$ cat src/rtl/scan_sel_pkg.sv
package scan_sel_pkg;

    localparam int unsigned SEL_W_DEF       = 4;
    localparam int unsigned NUM_CHAINS_DEF  = 16;
    localparam int unsigned RESET_CHAIN_DEF = 3;

    // One cycle's data-register strobes from the port controller.
    typedef struct packed {
        logic capture;
        logic shift;
        logic update;
    } dr_strobe_t;

    // Action applied to the select register in one cycle.
    typedef enum logic [1:0] {
        ACT_IDLE    = 2'd0,
        ACT_CAPTURE = 2'd1,
        ACT_SHIFT   = 2'd2,
        ACT_UPDATE  = 2'd3
    } sel_action_t;

    // Capture wins over shift, and shift wins over update.
    function automatic sel_action_t decode_action(input dr_strobe_t s, input logic active);
        sel_action_t a;
        a = ACT_IDLE;
        if (active) begin
            if (s.capture)     a = ACT_CAPTURE;
            else if (s.shift)  a = ACT_SHIFT;
            else if (s.update) a = ACT_UPDATE;
        end
        return a;
    endfunction

    // Marker pattern: only the top bit set.
    function automatic logic [SEL_W_DEF-1:0] marker_pattern();
        logic [SEL_W_DEF-1:0] v;
        v = '0;
        v[SEL_W_DEF-1] = 1'b1;
        return v;
    endfunction

endpackage

$ cat src/rtl/scan_sel_stage.sv
module scan_sel_stage
    import scan_sel_pkg::*;
#(
    parameter int unsigned   SEL_W       = SEL_W_DEF,
    parameter logic [SEL_W-1:0] CAPTURE_VAL = marker_pattern()
) (
    input  logic             tck,
    input  logic             rst,
    input  sel_action_t      action,
    input  logic             tdi,
    output logic [SEL_W-1:0] stage_q
);

    logic [SEL_W-1:0] stage_d;

    // One cell per bit; the top cell takes the serial input.
    for (genvar b = 0; b < SEL_W; b++) begin : g_cell
        logic shift_src;
        if (b == SEL_W - 1) begin : g_top
            assign shift_src = tdi;
        end else begin : g_inner
            assign shift_src = stage_q[b+1];
        end

        always_comb begin
            unique case (action)
                ACT_CAPTURE: stage_d[b] = CAPTURE_VAL[b];
                ACT_SHIFT:   stage_d[b] = shift_src;
                default:     stage_d[b] = stage_q[b];
            endcase
        end
    end

    always_ff @(posedge tck) begin
        if (rst) stage_q <= '0;
        else     stage_q <= stage_d;
    end

endmodule

$ cat src/rtl/scan_sel_hold.sv
module scan_sel_hold
    import scan_sel_pkg::*;
#(
    parameter int unsigned SEL_W       = SEL_W_DEF,
    parameter int unsigned RESET_CHAIN = RESET_CHAIN_DEF
) (
    input  logic             tck,
    input  logic             rst,
    input  sel_action_t      action,
    input  logic [SEL_W-1:0] stage_q,
    output logic [SEL_W-1:0] hold_q
);

    localparam logic [SEL_W-1:0] RESET_VAL = SEL_W'(RESET_CHAIN);

    always_ff @(posedge tck) begin
        if (rst)                        hold_q <= RESET_VAL;
        else if (action == ACT_UPDATE)  hold_q <= stage_q;
    end

endmodule

$ cat src/rtl/scan_sel_outstage.sv
module scan_sel_outstage (
    input  logic tck,
    input  logic rst,
    input  logic lsb,
    output logic tdo_q
);

    // Re-timed on the falling edge so the receiver samples half a cycle later.
    always_ff @(negedge tck) begin
        if (rst) tdo_q <= 1'b0;
        else     tdo_q <= lsb;
    end

endmodule

$ cat src/rtl/scan_sel_chain_mux.sv
module scan_sel_chain_mux
    import scan_sel_pkg::*;
#(
    parameter int unsigned SEL_W      = SEL_W_DEF,
    parameter int unsigned NUM_CHAINS = NUM_CHAINS_DEF
) (
    input  logic [SEL_W-1:0]      sel,
    input  logic [NUM_CHAINS-1:0] chain_so,
    output logic                  chain_tdo
);

    logic [NUM_CHAINS-1:0] hit;

    // AND-OR selector: a number with no chain yields 0.
    for (genvar c = 0; c < NUM_CHAINS; c++) begin : g_leg
        assign hit[c] = (sel == SEL_W'(c)) & chain_so[c];
    end

    assign chain_tdo = |hit;

endmodule

$ cat src/rtl/scan_path_select.sv
module scan_path_select
    import scan_sel_pkg::*;
#(
    parameter int unsigned SEL_W       = SEL_W_DEF,
    parameter int unsigned NUM_CHAINS  = NUM_CHAINS_DEF,
    parameter int unsigned RESET_CHAIN = RESET_CHAIN_DEF
) (
    input  logic                  tck,
    input  logic                  rst,
    input  logic                  sel_active,
    input  logic                  capture_dr,
    input  logic                  shift_dr,
    input  logic                  update_dr,
    input  logic                  tdi,
    output logic                  stage_tdo,
    output logic [SEL_W-1:0]      chain_num,
    input  logic [NUM_CHAINS-1:0] chain_so,
    output logic                  chain_tdo
);

    localparam logic [SEL_W-1:0] CAPTURE_VAL = {1'b1, {(SEL_W-1){1'b0}}};

    dr_strobe_t       strobe;
    sel_action_t      action;
    logic [SEL_W-1:0] stage_q;

    assign strobe = '{capture: capture_dr, shift: shift_dr, update: update_dr};
    assign action = decode_action(strobe, sel_active);

    scan_sel_stage #(
        .SEL_W       (SEL_W),
        .CAPTURE_VAL (CAPTURE_VAL)
    ) u_stage (
        .tck     (tck),
        .rst     (rst),
        .action  (action),
        .tdi     (tdi),
        .stage_q (stage_q)
    );

    scan_sel_hold #(
        .SEL_W       (SEL_W),
        .RESET_CHAIN (RESET_CHAIN)
    ) u_hold (
        .tck     (tck),
        .rst     (rst),
        .action  (action),
        .stage_q (stage_q),
        .hold_q  (chain_num)
    );

    scan_sel_outstage u_out (
        .tck   (tck),
        .rst   (rst),
        .lsb   (stage_q[0]),
        .tdo_q (stage_tdo)
    );

    scan_sel_chain_mux #(
        .SEL_W      (SEL_W),
        .NUM_CHAINS (NUM_CHAINS)
    ) u_mux (
        .sel       (chain_num),
        .chain_so  (chain_so),
        .chain_tdo (chain_tdo)
    );

endmodule

$ cat config.mk
export PLATFORM = sky130hd
export DESIGN_NAME = scan_path_select
export DESIGN_NICKNAME = d
export VERILOG_FILES = /design/src/rtl/scan_sel_pkg.sv /design/src/rtl/scan_sel_stage.sv /design/src/rtl/scan_sel_hold.sv /design/src/rtl/scan_sel_outstage.sv /design/src/rtl/scan_sel_chain_mux.sv /design/src/rtl/scan_path_select.sv
export SDC_FILE = /design/constraint.sdc
export NUM_CORES = 1
export LEC_CHECK = 0
export BUFFER_PORTS_ARGS = -buffer_cell sky130_fd_sc_hd__buf_2
export CORE_UTILIZATION = 40
export CTS_BUF_LIST = sky130_fd_sc_hd__clkbuf_8
export CTS_CLUSTER_DIAMETER = 100
export DETAILED_ROUTE_END_ITERATION = 10
export PLACE_DENSITY = 0.76
export SETUP_SLACK_MARGIN = 0.3
export SLEW_MARGIN = 10
export SYNTH_ARGS = -nofsm -noshare
export SYNTH_HDL_FRONTEND = slang
export SYNTH_HIERARCHICAL = 1
export SYNTH_SLANG_ARGS = --single-unit
$ cat constraint.sdc
create_clock -name tck -period 2 [get_ports tck]
set_clock_uncertainty 0.15 [all_clocks]
set_input_delay 0.4 -clock tck [delete_from_list [all_inputs] [get_ports tck]]
set_output_delay 0.4 -clock tck [all_outputs]
set_load 0.05 [all_outputs]
==> impl_metrics.py, run 1 <==
metrics = {
    "final_layout": {
        "most_common_cell_after_layout_fill_and_taps_aside": "sky130_fd_sc_hd__buf_2",
        "layout-drive-gt1-share_pct": 59.8,
        "most_frequent_cells_in_the_layout": "sky130_fd_sc_hd__buf_2, sky130_fd_sc_hd__dfxtp_1, sky130_fd_sc_hd__a21oi_1",
        "antennaDiodeCount": 0,
        "number_of_nets_in_the_layout": 107,
        "layout-area-overhead-vs-synth_pct": 50.0,
        "area_of_all_placed_cells_without_fillers_um2": 781,
    },
    "global_routing": {
        "grt_first_pass_wirelength_um": 2040,
        "initial_antenna_violation_count": 0,
        "grtUsageTotal_pct": 21.2,
        "grt_max_degree": 9,
        "grt_pass1_vias": 480,
        "gr-total-overflow": 0,
    },
    "yosys": {
        "yosysWarnings": 6,
        "synth.distinct_cells": 18,
        "syn_area_um2": 520,
        "post_synth_inst_count": 47,
        "ys_ff_latch": 9,
        "synth.net_count": 71,
        "postSynthAreaPerCell_um2": 11.1,
        "yosysSeqAreaShare_pct": 34.6,
    },
    "route": {
        "drtAntennaViolNets": 0,
        "wl_per_cell_um": 13.8,
        "routed_via_density": 5.29,
        "drt_drc_violations_left": 0,
        "first_iter_violations": 11,
        "vias": 508,
        "total_wirelength_um": 1320,
        "detailedRoute.firstPassIterationCount": 3,
    },
    "floorplanning": {
        "core-area_mm2": 0.00116,
        "floorplan.initialDensity_pct": 45.0,
        "fp.dieH_um": 38.1,
        "floorplan.io_pins": 29,
        "die-area_mm2": 0.00145,
        "die_x_um": 38.1,
        "rows": 12,
    },
    "critical_path": {
        "critical_path.startpoint_type": "flop",
        "reg2reg_from": "u_stage/stage_q[0]",
        "critPathKind": "flop to output port",
        "cpPeakStageDelay_ps": 330,
        "timing.critical_path.max_delay_family": "flip-flops",
        "crit_chain": "buf_8",
        "critical_path.max_fanout": 1,
        "worstPathBufferInverterCount": 1,
        "critical_path_required_ps": 1450,
        "critical_path.endpoint_type": "output port",
        "critPathLaunch": "u_out/tdo_q",
        "crit_arrival_ps": 1760,
        "cp_slowest_cell": "sky130_fd_sc_hd__dfxtp_4",
    },
    "clock_network": {
        "post_cts_clock_slew_at_the_launch_and_capture_registers_of_the_worst_setup_and_hold_paths_ps": 50,
        "clock-sinks": 9,
        "cts_root_buf": "sky130_fd_sc_hd__clkbuf_8",
        "tritoncts_clock_tree": "built",
        "num_cts_buffers": 3,
        "clk_latency_ps": 240,
        "cts_max_level": 1,
        "post_cts_setup_repair_bufs": 0,
        "cts-root-to-sink-buffers": 2,
    },
    "timing": {
        "hold_viol": 0,
        "grt_setup_unrepaired": "true",
        "setup_viol": 2,
        "worst-slew-pin-transition_ps": 213,
        "drv_slew": 0,
        "max-slew-margin-rel_pct": 85.5,
        "worst_slack_ps": -313,
    },
    "power_and_ir_drop": {
        "pwr_density_cell_mw_per_mm2": 644,
        "vdd_drop_max_v": 0.000614,
        "finalPower_uw": 503,
        "power.static_leakage_nw": 0.344,
    },
    "run_status": {
        "violations": "setup timing",
        "status": "finished with violations",
    },
    "place": {
        "dpl.hpwl_um": 1020,
        "port_buffers": 28,
        "detailed_place.area_um2": 712,
        "globalplace.congestion": 0.696,
    },
    "min_path": {
        "hp-class": "flop to flop",
        "hold_path_startpoint": "u_stage/stage_q[2]",
    },
    "job": {
        "drv.max_cap_violation_count": 0,
    },
}
layer usage:
layer	track usage [%]	vias to the layer above	wire length (um)
li1	-	248	-
met1	24.8	245	537
met2	35.6	11	701
met3	6.98	4	64
met4	8.04	0	17
met5	0	-	0
cell usage after synthesis:
master                     count  area share, %
sky130_fd_sc_hd__nand3_1       2            1.9
sky130_fd_sc_hd__nor2_1        1           0.72
sky130_fd_sc_hd__nand2_1       4            2.9
sky130_fd_sc_hd__dfxtp_1       9             35
sky130_fd_sc_hd__o21a_1        1            1.4
sky130_fd_sc_hd__nor2b_4       1            2.6
sky130_fd_sc_hd__a21oi_1       5            4.8
sky130_fd_sc_hd__inv_1         2            1.4
sky130_fd_sc_hd__a211o_1       2            3.4
sky130_fd_sc_hd__nor3_2        1            1.9
sky130_fd_sc_hd__and3_1        2            2.4
sky130_fd_sc_hd__mux4_1        4             20
sky130_fd_sc_hd__nor2b_1       2            2.4
sky130_fd_sc_hd__mux2i_1       3            5.8
sky130_fd_sc_hd__ha_1          1            2.4
sky130_fd_sc_hd__a21bo_2       2            3.8
sky130_fd_sc_hd__nand3b_1      3            4.3
sky130_fd_sc_hd__nor3b_1       2            2.9
kinds of logic (layout without fill, tap and decap cells):
kind of cell	count (synthesis)	count (layout)	synth area share, %
AND/OR/NAND/NOR	18	18	22.1
AO/OA/AOI/OAI	10	10	13.5
flip-flops	9	9	34.6
multiplexers	7	7	26.0
buffers and inverters	2	37	1.44
adder cells (fa/ha/maj)	1	1	2.40
report_power, final:
group	internal [mW]	total, mW	switching (mW)
clock network	0.137	0.215	0.0780
registers	0.183	0.189	0.00618
logic	0.0526	0.0997	0.0471
total	0.372	0.503	0.131
flip-flops by register name (all words and copies together), names as in the netlist:
name	cells
u_out/tdo_q	1
u_hold/hold_q	4
u_stage/stage_q	4
final cells by class:
type	instances	area (um2)
Timing Repair Buffer	31	179
Inverter	1	3.75
Clock buffer	3	41.3
Multi-Input combinational cell	36	343
Fill cell	93	375
Sequential cell	9	189
Tap cell	14	17.5
Clock inverter	2	7.51
final timing paths:
check / to / slack [ps] / depth (start not counted)
worst max-delay path: stage_tdo / -310 / 1
worst min-delay path: u_hold/hold_q[2] / 340 / 2
worst max register to register: u_out/tdo_q / 360 / 1
worst min register to register: u_hold/hold_q[2] / 340 / 2
repair_timing:
action / in CTS / in global routing
hold buffers: 0 / 0
setup endpoints to repair: 2 / 2
gates resized for setup: 7 / 0
through the flow:
stage / instances / util, % / hold WS [ps] / setup TNS [ps] / worst slack [ps]
after CTS: 96 / 67.5 / 336 / -503 / -321
after global routing: 96 / 67.5 / 366 / -554 / -335
after detailed placement: 92 / 61.6 / 332 / -176 / -108
after global placement: 92 / 61.6 / 307 / -152 / -106
final: 96 / 67.5 / 335 / -473 / -313
after floorplan: 47 / - / 285 / 0 / 42.2
Note: power is estimated with default switching activity, not from simulation.
==> inputs of run 2 (changes only) <==
- CORE_UTILIZATION: 40 -> 39
- PLACE_DENSITY: 0.76 -> 0.75
- SYNTH_HIERARCHICAL: 1 -> not set
==> impl_metrics.py, run 2 <==
metrics = {
    "run_status": {
        "status": "finished with violations",
        "violations": "setup timing",
    },
    "power_and_ir_drop": {
        "internal_power_uw": 434,
        "power.static_leakage_nw": 0.336,
        "swShare_pct": 22.5,
        "part_of_the_power_in_registers_pct": 33.7,
        "pwr_density_cell_mw_per_mm2": 741,
        "share_comb_of_total_power_pct": 16.5,
        "vdd_drop_max_v": 0.000540,
        "power.switching_uw": 126,
        "finalPower_uw": 560,
        "power_frac_clock_pct": 49.8,
    },
    "yosys": {
        "synth_top_cells_by_area": "sky130_fd_sc_hd__dfxtp_1, sky130_fd_sc_hd__mux4_1, sky130_fd_sc_hd__mux2i_1",
        "post_synth_most_frequent_cells": "sky130_fd_sc_hd__dfxtp_1, sky130_fd_sc_hd__mux2i_1, sky130_fd_sc_hd__nor2b_1",
        "syn_area_um2": 505,
        "ys_ff_latch": 9,
        "synth_edf_count": 0,
        "yosysWarnings": 0,
        "yosysSeqAreaShare_pct": 35.6,
        "synthMostInstantiatedCell": "sky130_fd_sc_hd__dfxtp_1",
        "netlist.area_leader.share_pct": 35.6,
        "synth.net_count": 71,
        "post_synth_inst_count": 46,
        "yosys.area.top_type": "sky130_fd_sc_hd__dfxtp_1",
        "ys_async_sr_fraction_pct": 0,
        "postSynthAreaPerCell_um2": 11.0,
        "synth.distinct_cells": 15,
        "postSynth.topFlopCell": "sky130_fd_sc_hd__dfxtp_1",
    },
    "job": {
        "drv.max_cap_violation_count": 0,
    },
    "global_routing": {
        "grt_pass1_vias": 425,
        "grtUsageTotal_pct": 22.4,
        "grt_max_degree": 9,
        "initial_antenna_violation_count": 0,
        "grt_first_pass_wirelength_um": 1990,
        "gr-total-overflow": 0,
    },
    "route": {
        "vias": 475,
        "wl_met3_um": 34,
        "drt_drc_violations_left": 0,
        "total_wirelength_um": 1260,
        "drtAntennaViolNets": 0,
        "top_layer_used": "met4",
        "first_iter_violations": 1,
        "routed-wl-met2_um": 694,
        "routed_via_density": 5.16,
        "wl_per_cell_um": 13.7,
        "wirelength_met1_um": 490,
        "detailedRoute.firstPassIterationCount": 2,
    },
    "clock_network": {
        "cts_root_buf": "sky130_fd_sc_hd__clkbuf_8",
        "post_cts_clock_slew_at_the_launch_and_capture_registers_of_the_worst_setup_and_hold_paths_ps": 40,
        "tritoncts_clock_tree": "built",
        "clk_latency_ps": 230,
        "clock-sinks": 9,
        "post_cts_setup_repair_bufs": 0,
        "num_cts_buffers": 3,
        "cts_max_level": 1,
        "cts-root-to-sink-buffers": 2,
    },
    "min_path": {
        "hp-class": "flop to flop",
    },
    "timing": {
        "setup_viol": 2,
        "worst_slack_ps": -318,
        "hold_slack_ps": 327,
        "grt_setup_unrepaired": "true",
        "totalNegativeSetupSlack_ps": -481,
        "hold_viol": 0,
        "drv_slew": 0,
        "worst-slew-pin-transition_ps": 307,
        "max-slew-margin-rel_pct": 79.5,
    },
    "critical_path": {
        "critical_path.max_fanout": 1,
        "critical_path.endpoint_type": "output port",
        "cp_slowest_cell": "sky130_fd_sc_hd__dfxtp_4",
        "cpPeakStageDelay_ps": 330,
        "critPathKind": "flop to output port",
        "critical_path.startpoint_type": "flop",
        "crit_chain": "buf_8",
        "crit_arrival_ps": 1770,
        "regToRegSetupSlack_ps": 360,
        "critical_path_required_ps": 1450,
        "worstPathBufferInverterCount": 1,
        "timing.critical_path.max_delay_family": "flip-flops",
    },
    "final_layout": {
        "final.fill_count": 94,
        "most_common_cell_after_layout_fill_and_taps_aside": "sky130_fd_sc_hd__buf_2",
        "most_frequent_cells_in_the_layout": "sky130_fd_sc_hd__buf_2, sky130_fd_sc_hd__dfxtp_1, sky130_fd_sc_hd__nor2b_1",
        "layout-area-overhead-vs-synth_pct": 49.5,
        "antennaDiodeCount": 0,
        "layout_top_registers": "u_hold.hold_q x4, u_stage.stage_q x4, u_out.tdo_q x1",
        "layout.core_utilization_pct": 65.4,
        "number_of_nets_in_the_layout": 104,
        "layout-drive-gt1-share_pct": 55.1,
    },
    "floorplanning": {
        "die-area_mm2": 0.00144,
        "die_x_um": 38,
        "floorplan.io_pins": 29,
        "fp.dieH_um": 38,
        "core-area_mm2": 0.00116,
        "rows": 12,
        "floorplan.initialDensity_pct": 43.7,
    },
    "place": {
        "port_buffers": 28,
        "dpl.hpwl_um": 1000,
        "globalplace.congestion": 0.703,
        "pre_cts_setup_slack_ps": -103,
    },
}
==> run 2: cell types whose count changed after synthesis, moves of 2 or more <==
cell,previous run,this run
sky130_fd_sc_hd__nand3_1,2,0
sky130_fd_sc_hd__mux2i_1,3,5
sky130_fd_sc_hd__and3_1,2,0
sky130_fd_sc_hd__nor2b_1,2,5
sky130_fd_sc_hd__nor2_1,1,3
sky130_fd_sc_hd__a21oi_1,5,3
sky130_fd_sc_hd__a21bo_2,2,0
==> run 2: cell families after synthesis <==
logic type / Yosys count / share of synthesized area [%]
flops: 9 / 35.6
compound gates: 6 / 7.42
mux: 9 / 30.7
simple gates: 17 / 19.1
buf+inv: 3 / 2.23
fa+ha+maj: 2 / 4.95
==> run 2: power groups by stage <==
stage	logic (mW)	clock network [mW]	registers, mW
floorplan	0.0526	0.00621	0.197
global placement	0.0833	0.00621	0.192
detailed placement	0.0868	0.00621	0.192
CTS	0.0931	0.283	0.189
global route	0.0985	0.299	0.189
finish	0.0925	0.279	0.189
==> run 2: final timing paths <==
| check | startpoint | to | depth (start not counted) |
|---|---|---|---|
| worst max-delay path | u_out.tdo_q | stage_tdo | 1 |
| worst min register to register | u_stage.stage_q[1] | u_stage.stage_q[1] | 2 |
| worst max register to register | u_stage.stage_q[0] | u_out.tdo_q | 1 |
| worst min-delay path | u_stage.stage_q[1] | u_stage.stage_q[1] | 2 |
==> run 2: layout make-up <==
class	instances	area (um2)	share of cell area [%]
clock inverters	2	21.3	2.81
clock buffers	3	41.3	5.46
multi-input cells	34	319	42.2
flip-flops and latches	9	189	25.0
well taps	14	17.5	2.32
inverters	1	3.75	0.497
repair buffers	29	164	21.7
==> run 2: layer usage <==
layer  GRT usage (%)  vias to the layer above
li1                -                      235
met1            23.2                      224
met2            36.6                       11
met4            16.1                        0
met3            8.72                        5
met5               0                        -
==> run 2: repair_timing <==
action	4_1_cts	5_1_grt
resized for setup	7	0
hold buffers	0	0
pin swaps	0	0
endpoints found under the setup margin	2	2
hold endpoints to repair	0	0
==> run 2: per-stage QoR <==
step           area [um2]  instances
6_report              756         92
5_1_grt               756         92
4_1_cts               756         92
3_5_place_dp          673         88
3_3_place_gp          673         88
2_1_floorplan         533         46
==> inputs of run 3 (changes only) <==
- MAX_ROUTING_LAYER: not set -> met4
- PLACE_DENSITY: 0.75 -> not set
- PLACE_DENSITY_LB_ADDON: not set -> 0.12
- SKIP_LAST_GASP: not set -> 1
==> impl_metrics.py, run 3 (synthesis results as in run 2) <==
metrics = {
    "clock_network": {
        "post_cts_clock_slew_at_the_launch_and_capture_registers_of_the_worst_setup_and_hold_paths_ps": 40,
        "tritoncts_clock_tree": "built",
        "num_cts_buffers": 3,
        "cts-root-to-sink-buffers": 2,
        "clk_latency_ps": 230,
        "cts_root_buf": "sky130_fd_sc_hd__clkbuf_8",
        "cts_max_level": 1,
        "clock-sinks": 9,
    },
    "critical_path": {
        "critical_path_cell_count": 1,
        "timing.critical_path.max_delay_family": "flip-flops",
        "critical_path.endpoint_type": "output port",
        "critPathLaunch": "u_out.tdo_q",
        "regToRegSetupSlack_ps": 360,
        "worst_r2r_path_depth": 1,
        "regToRegEndpoint": "u_out.tdo_q",
        "cp-endpoint": "stage_tdo",
        "critical_path_required_ps": 1450,
        "critPathKind": "flop to output port",
        "crit_arrival_ps": 1770,
        "critical_path.max_fanout": 1,
        "cp_slowest_cell": "sky130_fd_sc_hd__dfxtp_4",
        "cpPeakStageDelay_ps": 330,
        "critical_path.startpoint_type": "flop",
        "worstPathBufferInverterCount": 1,
        "reg2reg_from": "u_stage.stage_q[0]",
        "crit_chain": "buf_8",
    },
    "final_layout": {
        "layout.cells.non_filler": 93,
        "layout-drive-gt1-share_pct": 54.4,
        "most_common_cell_after_layout_fill_and_taps_aside": "sky130_fd_sc_hd__buf_2",
        "layout_top_registers": "u_hold.hold_q x4, u_stage.stage_q x4, u_out.tdo_q x1",
        "layout-area-overhead-vs-synth_pct": 50.0,
        "antennaDiodeCount": 0,
        "area_of_all_placed_cells_without_fillers_um2": 758,
        "most_frequent_cells_in_the_layout": "sky130_fd_sc_hd__buf_2, sky130_fd_sc_hd__dfxtp_1, sky130_fd_sc_hd__nor2b_1",
        "number_of_nets_in_the_layout": 105,
    },
    "route": {
        "drtAntennaViolNets": 0,
        "total_wirelength_um": 1210,
        "first_iter_violations": 1,
        "detailedRoute.firstPassIterationCount": 2,
        "vias": 450,
        "drt_drc_violations_left": 0,
        "routed_via_density": 4.84,
        "wl_per_cell_um": 13.0,
    },
    "floorplanning": {
        "die-area_mm2": 0.00144,
        "floorplan.initialDensity_pct": 43.7,
        "floorplan.io_pins": 29,
        "fp.dieH_um": 38,
        "rows": 12,
        "die_x_um": 38,
        "core-area_mm2": 0.00116,
    },
    "timing": {
        "worst-slew-pin-transition_ps": 271,
        "drv_slew": 0,
        "hold_viol": 0,
        "grt_setup_unrepaired": "true",
        "max-slew-margin-rel_pct": 81.9,
        "worst_slack_ps": -320,
        "setup_viol": 2,
        "totalNegativeSetupSlack_ps": -497,
        "hold_slack_ps": 315,
    },
    "power_and_ir_drop": {
        "vdd_drop_max_v": 0.000427,
        "power.static_leakage_nw": 0.333,
        "pwr_density_cell_mw_per_mm2": 660,
    },
    "job": {
        "drv.max_cap_violation_count": 0,
    },
    "min_path": {
        "worst_hold_path_cell_count": 2,
        "hp-class": "flop to flop",
        "hold_path_startpoint": "u_stage.stage_q[0]",
    },
    "global_routing": {
        "grtUsageTotal_pct": 21.1,
        "grt_max_degree": 9,
        "initial_antenna_violation_count": 0,
        "gr-total-overflow": 0,
        "grt_first_pass_wirelength_um": 1840,
        "grt_pass1_vias": 386,
    },
    "run_status": {
        "status": "finished with violations",
        "violations": "setup timing",
    },
    "place": {
        "port_buffers": 28,
        "dpl.cell_count": 88,
        "dpl.hpwl_um": 971,
        "detailed_place.area_um2": 673,
        "globalplace.congestion": 0.624,
    },
}
run 3: cell count changes in the layout (fill, tap and decap cells not counted), sizes merged:
cell / before / now
bufinv: 1 / 0
inv: 2 / 3
buf: 29 / 30
run 3: metal layers:
layer | vias to the layer above | part of all wire [%] | global-route usage (%)
li1 | 232 | - | -
met1 | 195 | 38 | 21.4
met2 | 18 | 54 | 33.6
met3 | 5 | 5.2 | 6.98
met4 | 0 | 3.0 | 16.1
met5 | - | 0 | -
run 3: how the worst min path moves through the flow:
stage | endpoint | slack, ps
floorplan | u_stage.stage_q[0] | 290
global placement | u_stage.stage_q[0] | 300
detailed placement | u_stage.stage_q[0] | 310
CTS | u_stage.stage_q[0] | 320
global route | u_stage.stage_q[0] | 360
finish | u_stage.stage_q[0] | 310
run 3: cell type report:
cell class	instances	area, um2
clock buffer	3	41.3
tap	14	17.5
multi-input combinational	34	328
clock inverter	2	7.51
fill	106	398
timing repair buffer	30	171
inverter	1	3.75
sequential	9	189
run 3: stage by stage:
stage	util, %	worst slack (ps)	total power [mW]
6_report	65.6	-320	0.501
5_1_grt	65.6	-352	0.525
4_1_cts	65.6	-325	0.507
3_5_place_dp	58.2	-110	0.285
3_3_place_gp	58.2	-102	0.282
2_1_floorplan	-	42.2	0.256
run 3: where the power goes:
group          total, mW  switching (mW)  internal (mW)
clock              0.215          0.0788          0.137
sequential         0.188         0.00571          0.183
combinational     0.0968          0.0448         0.0520
total              0.501           0.129          0.371
run 3: what timing repair did:
action / 4_1_cts / 5_1_grt
gates resized for setup: 8 / 0
hold buffers: 0 / 0
endpoints found under the setup margin: 2 / 2
setup buffers: 1 / 0
